===== src/rtl/dr_mask_pkg.sv =====
package dr_mask_pkg;
  localparam int unsigned STATE_W = 128;
  // Feedback bit positions for x^128 + x^29 + x^28 + x^27 + 1 (shift-left form)
  localparam logic [STATE_W-1:0] FB_TAPS =
    (128'd1 << 127) | (128'd1 << 28) | (128'd1 << 27) | (128'd1 << 26);
  localparam logic [STATE_W-1:0] FB_SEED = 128'h0123_4567_89AB_CDEF_FEDC_BA98_7654_3210;

  typedef enum logic {PH_REAL = 1'b0, PH_RAND = 1'b1} phase_e;
endpackage


===== src/rtl/dr_phase_ctl.sv =====
module dr_phase_ctl
  import dr_mask_pkg::*;
(
  input  logic   clk,
  input  logic   rst_n,
  output phase_e ph
);
  always_ff @(posedge clk) begin
    if (!rst_n) ph <= PH_REAL;
    else        ph <= (ph == PH_REAL) ? PH_RAND : PH_REAL;
  end
endmodule


===== src/rtl/dr_lfsr.sv =====
module dr_lfsr #(
  parameter int unsigned   W    = 128,
  parameter logic [W-1:0]  TAPS = '1,
  parameter logic [W-1:0]  SEED = '1
) (
  input  logic         clk,
  input  logic         rst_n,
  input  logic         step,
  output logic [W-1:0] word
);
  logic fb;
  assign fb = ^(word & TAPS);

  always_ff @(posedge clk) begin
    if (!rst_n)    word <= SEED;
    else if (step) word <= {word[W-2:0], fb};
  end
endmodule


===== src/rtl/dr_store.sv =====
module dr_store
  import dr_mask_pkg::*;
#(
  parameter int unsigned W = 128
) (
  input  logic         clk,
  input  logic         rst_n,
  input  phase_e       ph,
  input  logic         in_valid,
  input  logic [W-1:0] in_data,
  input  logic [W-1:0] noise,
  output logic         pend,
  output logic [W-1:0] real_q,
  output logic [W-1:0] rand_q
);
  logic [W-1:0] mux_w;
  logic         ld_real, ld_rand;

  // One shared selector feeds both storage registers
  assign mux_w   = (ph == PH_RAND) ? noise : in_data;
  assign ld_real = (ph == PH_REAL) && in_valid;
  assign ld_rand = (ph == PH_RAND) && pend;

  always_ff @(posedge clk) begin
    if (!rst_n) begin
      real_q <= '0;
      rand_q <= '0;
      pend   <= 1'b0;
    end else begin
      if (ld_real) real_q <= mux_w;
      if (ld_rand) rand_q <= mux_w;
      pend <= ld_real;
    end
  end
endmodule


===== src/rtl/dr_mask_reg.sv =====
module dr_mask_reg
  import dr_mask_pkg::*;
#(
  parameter int unsigned         WIDTH = STATE_W,
  parameter logic [WIDTH-1:0]    TAPS  = FB_TAPS,
  parameter logic [WIDTH-1:0]    SEED  = FB_SEED
) (
  input  logic             clk,
  input  logic             rst_n,
  input  logic             in_valid,
  output logic             in_ready,
  input  logic [WIDTH-1:0] in_data,
  output logic             out_valid,
  output logic [WIDTH-1:0] out_data,
  output logic             phase,
  output logic [WIDTH-1:0] rnd_out
);
  phase_e           ph;
  logic [WIDTH-1:0] lfsr_q;

  dr_phase_ctl u_ph (
    .clk  (clk),
    .rst_n(rst_n),
    .ph   (ph)
  );

  dr_lfsr #(.W(WIDTH), .TAPS(TAPS), .SEED(SEED)) u_lfsr (
    .clk  (clk),
    .rst_n(rst_n),
    .step (ph == PH_RAND),
    .word (lfsr_q)
  );

  dr_store #(.W(WIDTH)) u_store (
    .clk     (clk),
    .rst_n   (rst_n),
    .ph      (ph),
    .in_valid(in_valid),
    .in_data (in_data),
    .noise   (lfsr_q),
    .pend    (out_valid),
    .real_q  (out_data),
    .rand_q  (rnd_out)
  );

  assign phase    = (ph == PH_RAND);
  assign in_ready = (ph == PH_REAL);
endmodule


===== config.mk =====
export PLATFORM = sky130hd
export DESIGN_NAME = dr_mask_reg
export DESIGN_NICKNAME = d
export VERILOG_FILES = /design/src/rtl/dr_mask_pkg.sv /design/src/rtl/dr_phase_ctl.sv /design/src/rtl/dr_lfsr.sv /design/src/rtl/dr_store.sv /design/src/rtl/dr_mask_reg.sv
export SDC_FILE = /design/constraint.sdc
export NUM_CORES = 1
export LEC_CHECK = 0
export BUFFER_PORTS_ARGS = -buffer_cell sky130_fd_sc_hd__buf_2
export CAP_MARGIN = 20
export CORE_MARGIN = 5
export CORE_UTILIZATION = 52
export DETAILED_ROUTE_END_ITERATION = 16
export GPL_TIMING_DRIVEN = 1
export PLACE_DENSITY = 0.79
export SLEW_MARGIN = 30
export SYNTH_ARGS = -nofsm -noshare
export SYNTH_HDL_FRONTEND = slang
export SYNTH_SLANG_ARGS = --single-unit

===== constraint.sdc =====
create_clock -name clk -period 1.5 [get_ports clk]
set_clock_uncertainty 0.1 [all_clocks]
set_input_delay 0 -clock clk [delete_from_list [all_inputs] [get_ports clk]]
set_output_delay 0 -clock clk [all_outputs]
set_load 0.02 [all_outputs]

# Yosys cells after proc, flatten, opt, wreduce, memory -nomap -nowiden
# Cells that the tools add are included.
op_classes:
  reduce_logical: 3
  bitwise: 1
  mux: 2
op_table:
  columns: ["operator", "n"]
  rows:
  - ["$mux 128", 1]
  - ["$reduce_xor 128->1", 1]
  - ["$logic_and 1x1->1", 2]
  - ["$mux 1", 1]
  - ["$not 1->1", 1]
totals:
  regBits: 386
  output_inout_bits: 259

# Depth between registers and ports, before layout
# Gate-level depths: netlist (run 1).
logic_depth:
  depth_word: 2
  mapped_depth: 6

# By module
# Synthesis (run 1) repeated with hierarchy kept, for this count alone.
hier_totals:
  hier_cells: 1561
  area_unflattened_um2: 14740.4
by_module_without_submodules:
  columns: ["mod", "cells_per_inst", "n_inst", "area_each_um2", "seq_area_each_um2"]
  rows:
  - ["dr_store", 1142, 1, 9950.8, 5144.9]
  - ["dr_lfsr", 416, 1, 4752.1, 2562.5]
  - ["dr_phase_ctl", 2, 1, 33.8, 20.0]
  - ["dr_mask_reg", 1, 1, 3.8, 0.0]

# Worst setup path before layout (run 1)
# Ideal clock, no wire load.
synth_timing:
  path_type: "flip-flop to flip-flop"
  from: "reg u_ph.ph"
  to: "reg u_lfsr.word[101]"
  synth_period_minus_slack_ps: 1411
  path_stages_with_launch: 6
  path_slack_ps: 89
  arrival_time_ps: 1181
  setup_time_ps: 129
  path_cell_list: "dfxtp_1 buf_4 buf_4 buf_4 mux2i_1 nand2_1"
synth_rtl:
  columns: ["element", "line", "rtl"]
  rows:
  - ["start: declaration", "dr_phase_ctl.sv:6", "output phase_e ph"]
  - ["start signal: assignment", "dr_phase_ctl.sv:10", "else ph <= (ph == PH_REAL) ? PH_RAND : PH_REAL;"]
  - ["end signal: assignment", "dr_lfsr.sv:16", "else if (step) word <= {word[W-2:0], fb};"]
  - ["end: declaration", "dr_lfsr.sv:9", "output logic [W-1:0] word"]

# Worst setup path after layout (run 1)
layout_timing:
  from: "reg u_ph.ph"
  to: "reg u_store.real_q[74]"
layout_via:
  elab_chain_cells: 2
  elab_cells_between_ends: 3
  classes_between: "mux: 1; bitwise: 1; reduce/logical: 1"
layout_lines:
  columns: ["element", "line", "rtl"]
  rows:
  - ["$not 1->1", "dr_store.sv:21", "assign ld_real = (ph == PH_REAL) && in_valid;"]
  - ["$logic_and 1x1->1", "dr_store.sv:21", null]
  - ["end signal: assignment", "dr_store.sv:30", "if (ld_real) real_q <= mux_w;"]
  - ["end: declaration", "dr_store.sv:13", "output logic [W-1:0] real_q,"]
# Several ways; a longest one is shown, not always the timed one.
# A chain may end at the register's enable or synchronous reset.

==> impl_metrics.yaml, run 1 <==
logic_synthesis:
  synth.avg_cell_area_um2: 9.205
  syn_inst: 1534
  yosys-top-cells-area: "sky130_fd_sc_hd__dfxtp_1 (55%), sky130_fd_sc_hd__nand2_1 (15%), sky130_fd_sc_hd__a21boi_1 (13%)"
  syn_area_um2: 14120
  synthesis.nets: 1665
  synth.ff_latch_count: 386
  synth_top_area_cell: "sky130_fd_sc_hd__dfxtp_1"
  synth_sequential_area_ratio_pct: 54.72
  netlist-cell-type-count: 17
  synth_top_cell_area_share_pct: 54.72
  yosysWarningCount: 0
timing:
  maxSlewHeadroom_pct: 77.79
  finalHoldViolations: 0
  finalCriticalPeriod_ns: 1.476
  slew_violations: 0
  setup_viol_count_final: 0
  final_min_period_over_clock_period_pct: 98.37
  tns_ns: 0
  layout_setup_ws_ns: 0.02444
  grt_setup_unrepaired: "true"
  worst-slew-pin-transition_ns: 0.3331
  maxClockFrequency_mhz: 677.7
drt:
  drt-initial-drc-count: 1129
  num_vias: 12650
  firstDrtPassIters: 5
  drt_drc_violations_left: 0
  route.detailed.vias_per_inst: 5.286
  antenna_violating_nets_post_route: 0
  wire_per_inst_um: 17.86
  totalWireLength_um: 42730
pwr:
  swShare_pct: 24.25
  power_leakage_nw: 8.489
  power_per_cell_area_nw_per_um2: 1209
  p_int_mw: 17.59
  power_share_of_the_combinational_group_pct: 11.6
  net-switching-power_mw: 5.631
  vdd_ir_drop_max_mv: 0.9420
  power_frac_clock_pct: 40.8
  share_seq_of_total_power_pct: 47.5
die:
  num_io_pins: 390
  die_h_um: 174.8
  floorplan.rows: 60
  initial_utilization_pct: 52.54
  core_area_um2: 26880
  die-width_um: 174.8
  die_area_um2: 30550
critical_path:
  timing.setup.critical_path_class: "reg2reg"
  r2r_slack_ns: 0.02
  cp-end-kind: "flop"
  cp_max_fo: 52
  crit_path_start_kind: "flop"
  worstPathRequired_ns: 1.84
  reg2reg_depth: 4
  cp_data_arrival_time_ns: 1.81
cells_and_area:
  n_antenna_cell: 0
  sequential_cell_area_in_the_final_layout_um2: 7731
  number_of_nets_in_the_layout: 2158
  layout_cells_sized_above_1_pct: 24.42
  multiInputGateArea_um2: 5857
  fillers: 1819
  finish.instance_area_um2: 19200
  area_growth_pct: 35.95
outcome:
  run_status: "complete, no violations"
clock_tree:
  cts_tree: "done"
  clock-sinks: 386
  root_buffer: "sky130_fd_sc_hd__clkbuf_16"
  cts_buffers: 39
  cts-htree-levels: 2
  clkLatencyLatePin_ns: 0.51
  clock_pin_transition_on_the_worst_setup_and_hold_timing_paths_ns: 0.06
  ctsLongestPathBuffers: 3
grt:
  antenna_found_initial: 0
  first_global_vias: 12629
  grt_first_pass_wirelength_um: 66380
  grt-ovfl-total: 0
  track_usage_pct: 26.37
  largest_net_degree_at_the_start_of_global_routing: 97
place:
  port_buffers: 389
  replace_congestion: 0.8647
  half_perimeter_wire_length_of_the_detailed_placement_result_um: 25270
  pre_cts_slack_ns: 0.1006
  dpl_cell_area_um2: 16470
run:
  max_cap_check_violation_count: 0
hold_path:
  worst_hold_path_type: "in2reg"
  hold-path-cell-count: 4
-- logic make-up (layout without fill, tap and decap cells) --
| logic type | after synthesis | after routing | share of synthesized area [%] |
|---|---|---|---|
| buffers and inverters | 115 | 633 | 4.040 |
| AO/OA/AOI/OAI | 258 | 258 | 13.68 |
| AND/OR/NAND/NOR | 645 | 645 | 18.37 |
| flip-flops | 386 | 386 | 54.72 |
| XOR/XNOR | 3 | 3 | 0.1861 |
| multiplexers | 127 | 127 | 9.002 |
-- critical path, cell delays in order, from the launching register on --
cell and delay (ns):
sky130_fd_sc_hd__dfxtp_4 0.45, sky130_fd_sc_hd__nand2b_4 0.24, sky130_fd_sc_hd__buf_16 0.24, sky130_fd_sc_hd__nand2_1 0.12
sky130_fd_sc_hd__a21boi_1 0.21
-- placed cells by master, fill, tap and decap left out, drive strengths merged --
cell	n
nand2	577
buf	433
dfxtp	386
a21boi	256
dlygate4sd3	130
mux2i	127
nor2b	65
clkbuf	61
clkinv	5
xor2	2
bufbuf	2
and2	2
inv	1
xnor2	1
o21ai	1
a21oi	1
nand2b	1
bufinv	1
-- repair_timing --
item / 4_1_cts / 5_1_grt
buffers inserted: 3 / 2
resized for setup: 2 / 9
setup endpoints to repair: 3 / 69
pin swaps: 0 / 0
hold buffers: 130 / 0
gates cloned: 3 / 0
hold endpoints to repair: 161 / 0
-- worst paths after layout --
kind,from,endpoint
worst max register to register,u_ph.ph,u_store.real_q[74]
worst min register to register,u_store.real_q[57],u_store.real_q[57]
worst min-delay path,in_data[64],u_store.real_q[64]
worst max-delay path,u_ph.ph,u_store.real_q[74]
-- per-layer routing --
metal	routed length (um)	track usage [%]	share of wire (%)	vias to the layer above
met5	0	0	0	-
met4	3245	17.25	7.6	0
met3	3207	5.863	7.5	173
met2	19640	43.64	46	624
met1	16640	30.85	39	5924
li1	-	-	-	5929
-- registers in the layout, indices dropped and copies added (netlist names) --
signal          count
u_store.real_q    128
u_store.pend        1
u_ph.ph             1
u_lfsr.word       128
u_store.rand_q    128
-- final cells by class --
cell class              count  area share (%)
inverters                   1         0.01955
multi-input cells        1033           30.51
repair buffers            566           20.45
flip-flops and latches    386           40.27
clock inverters             6          0.2868
well taps                 341           2.223
clock buffers              60           6.237
-- Yosys cell counts --
cell type,instances
sky130_fd_sc_hd__nand2_1,577
sky130_fd_sc_hd__dfxtp_1,386
sky130_fd_sc_hd__a21boi_1,240
sky130_fd_sc_hd__mux2i_1,127
sky130_fd_sc_hd__nor2b_1,64
sky130_fd_sc_hd__buf_2,57
sky130_fd_sc_hd__clkbuf_1,39
sky130_fd_sc_hd__buf_4,18
sky130_fd_sc_hd__a21boi_0,16
sky130_fd_sc_hd__and2_1,2
sky130_fd_sc_hd__xor2_1,2
sky130_fd_sc_hd__a21oi_1,1
sky130_fd_sc_hd__inv_1,1
sky130_fd_sc_hd__nand2b_1,1
sky130_fd_sc_hd__nor2b_2,1
sky130_fd_sc_hd__o21ai_0,1
sky130_fd_sc_hd__xnor2_1,1
-- stage by stage --
stage | hold slack, ns | std cells | utilization (%) | power (mW)
6_report | 0.1711 | 2393 | 71.43 | 23.22
5_1_grt | 0.1754 | 2393 | 71.43 | 24.09
3_3_place_gp | 0.1373 | 2189 | 61.28 | 13.43
2_1_floorplan | 0.02171 | 1534 | - | 12.65
3_5_place_dp | 0.1441 | 2189 | 61.28 | 13.49
4_1_cts | 0.1500 | 2391 | 71.28 | 23.27
-- power groups by stage --
stage / clock network [mW] / logic [mW] / registers, mW
floorplan: 0 / 1.14 / 11.5
detailed placement: 0 / 2.26 / 11.2
CTS: 9.64 / 2.61 / 11.0
finish: 9.48 / 2.70 / 11.0
global route: 10.1 / 2.88 / 11.1
global placement: 0 / 2.21 / 11.2
Power figures use the tool's default switching activity.
==> run 2, diff against run 1 <==
- SETUP_SLACK_MARGIN: unset -> 0.15
==> impl_metrics.yaml, run 2 (same netlist as run 1, synthesis figures left out) <==
outcome:
  run_status: "finished with violations"
  violations_in_the_final_reports: "setup timing"
place:
  replace_congestion: 0.8532
  dpl_cell_area_um2: 16480
  port_buffers: 389
  half_perimeter_wire_length_of_the_detailed_placement_result_um: 25030
grt:
  first_global_vias: 12948
  grt_first_pass_wirelength_um: 68430
  antenna_found_initial: 4
  track_usage_pct: 27.15
  grt-ovfl-total: 0
  largest_net_degree_at_the_start_of_global_routing: 112
timing:
  grt_setup_unrepaired: "true"
  finalHoldViolations: 0
  slew_violations: 0
  timing.hold.ws_ns: 0.1791
  worst-slew-pin-transition_ns: 0.4202
  maxClockFrequency_mhz: 624.9
  layout_setup_ws_ns: -0.1003
  maxSlewHeadroom_pct: 71.99
  finalCriticalPeriod_ns: 1.600
  final_min_period_over_clock_period_pct: 106.7
  setup_viol_count_final: 4
die:
  die_area_um2: 30550
  floorplan.rows: 60
  num_io_pins: 390
  die-width_um: 174.8
  core_area_um2: 26880
  die_h_um: 174.8
  initial_utilization_pct: 52.54
cells_and_area:
  finish.instance_area_um2: 19940
  layout_cells_sized_above_1_pct: 28.17
  final_common_cell: "sky130_fd_sc_hd__nand2_1"
  final_util_pct: 74.21
  number_of_nets_in_the_layout: 2176
  fillers: 1710
  area_growth_pct: 41.24
  highest_count_cells_in_the_layout_ignoring_fill_and_taps: "sky130_fd_sc_hd__nand2_1 (545), sky130_fd_sc_hd__buf_2 (387), sky130_fd_sc_hd__dfxtp_1 (385), sky130_fd_sc_hd__a21boi_1 (211), sky130_fd_sc_hd__dlygate4sd3_1 (130)"
  biggest_registers_after_layout: "u_lfsr.word x128, u_store.rand_q x128, u_store.real_q x128"
pwr:
  power_per_cell_area_nw_per_um2: 1211
  vdd_ir_drop_max_mv: 0.8847
  power_leakage_nw: 8.823
critical_path:
  r2r_slack_ns: -0.10
  crit-reg2reg-capture: "u_store.real_q[101]"
  timing.setup.critical_path_class: "reg2reg"
  reg2reg_from: "u_ph.ph"
  worstPathRequired_ns: 1.79
  cp_data_arrival_time_ns: 1.89
  crit_path_start_kind: "flop"
  setup.worst_path.end: "u_store.real_q[101]"
  reg2reg_depth: 5
  cp-end-kind: "flop"
  cp_max_fo: 13
  critPathLaunch: "u_ph.ph"
clock_tree:
  cts-htree-levels: 2
  root_buffer: "sky130_fd_sc_hd__clkbuf_16"
  clkLatencyLatePin_ns: 0.51
  clock-sinks: 386
  ctsLongestPathBuffers: 3
  clock_pin_transition_on_the_worst_setup_and_hold_timing_paths_ns: 0.06
  cts_tree: "done"
  cts_buffers: 39
drt:
  totalWireLength_um: 47110
  antenna_violating_nets_post_route: 0
  drt_drc_violations_left: 0
  firstDrtPassIters: 8
  drt-initial-drc-count: 1106
  num_vias: 13179
  route.detailed.vias_per_inst: 5.446
  wire_per_inst_um: 19.46
run:
  max_cap_check_violation_count: 0
hold_path:
  worst_hold_path_type: "in2reg"
[run 2: cell count changes in the layout (fill, tap and decap cells not counted), sizes merged]
| cell | delta |
|---|---|
| buf | +17 |
| bufbuf | -2 |
| bufinv | +5 |
| clkbuf | -1 |
| clkinv | +1 |
| diode | +6 |
| inv | +1 |
[run 2: worst min path at each step]
stage / startpoint / end / cells after the start
2_1_floorplan: in_valid / u_store.pend / 1
4_1_cts: in_data[43] / u_store.real_q[43] / 4
6_report: in_data[59] / u_store.real_q[59] / 4
3_3_place_gp: in_data[114] / u_store.real_q[114] / 3
5_1_grt: in_data[10] / u_store.real_q[10] / 4
3_5_place_dp: in_data[57] / u_store.real_q[57] / 3
[run 2: power breakdown]
group / internal, mW / total [mW] / switching [mW]
Sequential: 10.7 / 11.1 / 0.354
Combinational: 1.36 / 2.97 / 1.61
Clock: 6.18 / 10.1 / 3.92
[run 2: routing by layer]
layer / global-route usage [%] / vias up / wire [um] / part of all wire (%)
met1: 30.10 / 6157 / 16960 / 36
met3: 7.443 / 254 / 4233 / 9.0
li1: - / 5973 / - / -
met2: 46.55 / 795 / 22300 / 47
met5: 0 / - / 0 / 0
met4: 16.33 / 0 / 3614 / 7.7
[run 2: final cells by class]
| cell class | instances | area, um^2 | area share, % |
|---|---|---|---|
| timing repair buffer | 584 | 4284 | 21.48 |
| inverter | 1 | 3.754 | 0.01882 |
| clock inverter | 13 | 219.0 | 1.098 |
| sequential | 386 | 7731 | 38.76 |
| multi-input combinational | 1033 | 6155 | 30.86 |
| antenna | 6 | 15.01 | 0.07528 |
| clock buffer | 56 | 1110 | 5.565 |
| tap | 341 | 426.7 | 2.139 |
[run 2: repair_timing]
| item | in CTS | in global routing |
|---|---|---|
| hold endpoints to repair | 290 | 0 |
| hold buffers | 130 | 0 |
| pin swaps | 3 | 37 |
| setup buffers | 9 | 4 |
| endpoints found under the setup margin | 156 | 362 |
| gates cloned | 7 | 3 |
| resized for setup | 26 | 96 |
[run 2: per-stage QoR]
stage	total power, mW	instances	TNS, ns	setup slack, ns
finish	24.14	2420	-0.1752	-0.1003
global route	24.95	2416	-0.5238	-0.1997
CTS	23.91	2407	0	0.06200
detailed placement	13.49	2192	0	0.05859
global placement	13.43	2192	0	0.1342
floorplan	12.65	1534	0	0.1675
[run 2: critical path, cell delays in order (launching register included)]
cell and delay [ns]:
sky130_fd_sc_hd__dfxtp_4 0.45, sky130_fd_sc_hd__nand2b_4 0.20, sky130_fd_sc_hd__buf_6 0.12, sky130_fd_sc_hd__buf_6 0.17, sky130_fd_sc_hd__nand2_1 0.09, sky130_fd_sc_hd__a21boi_1 0.34
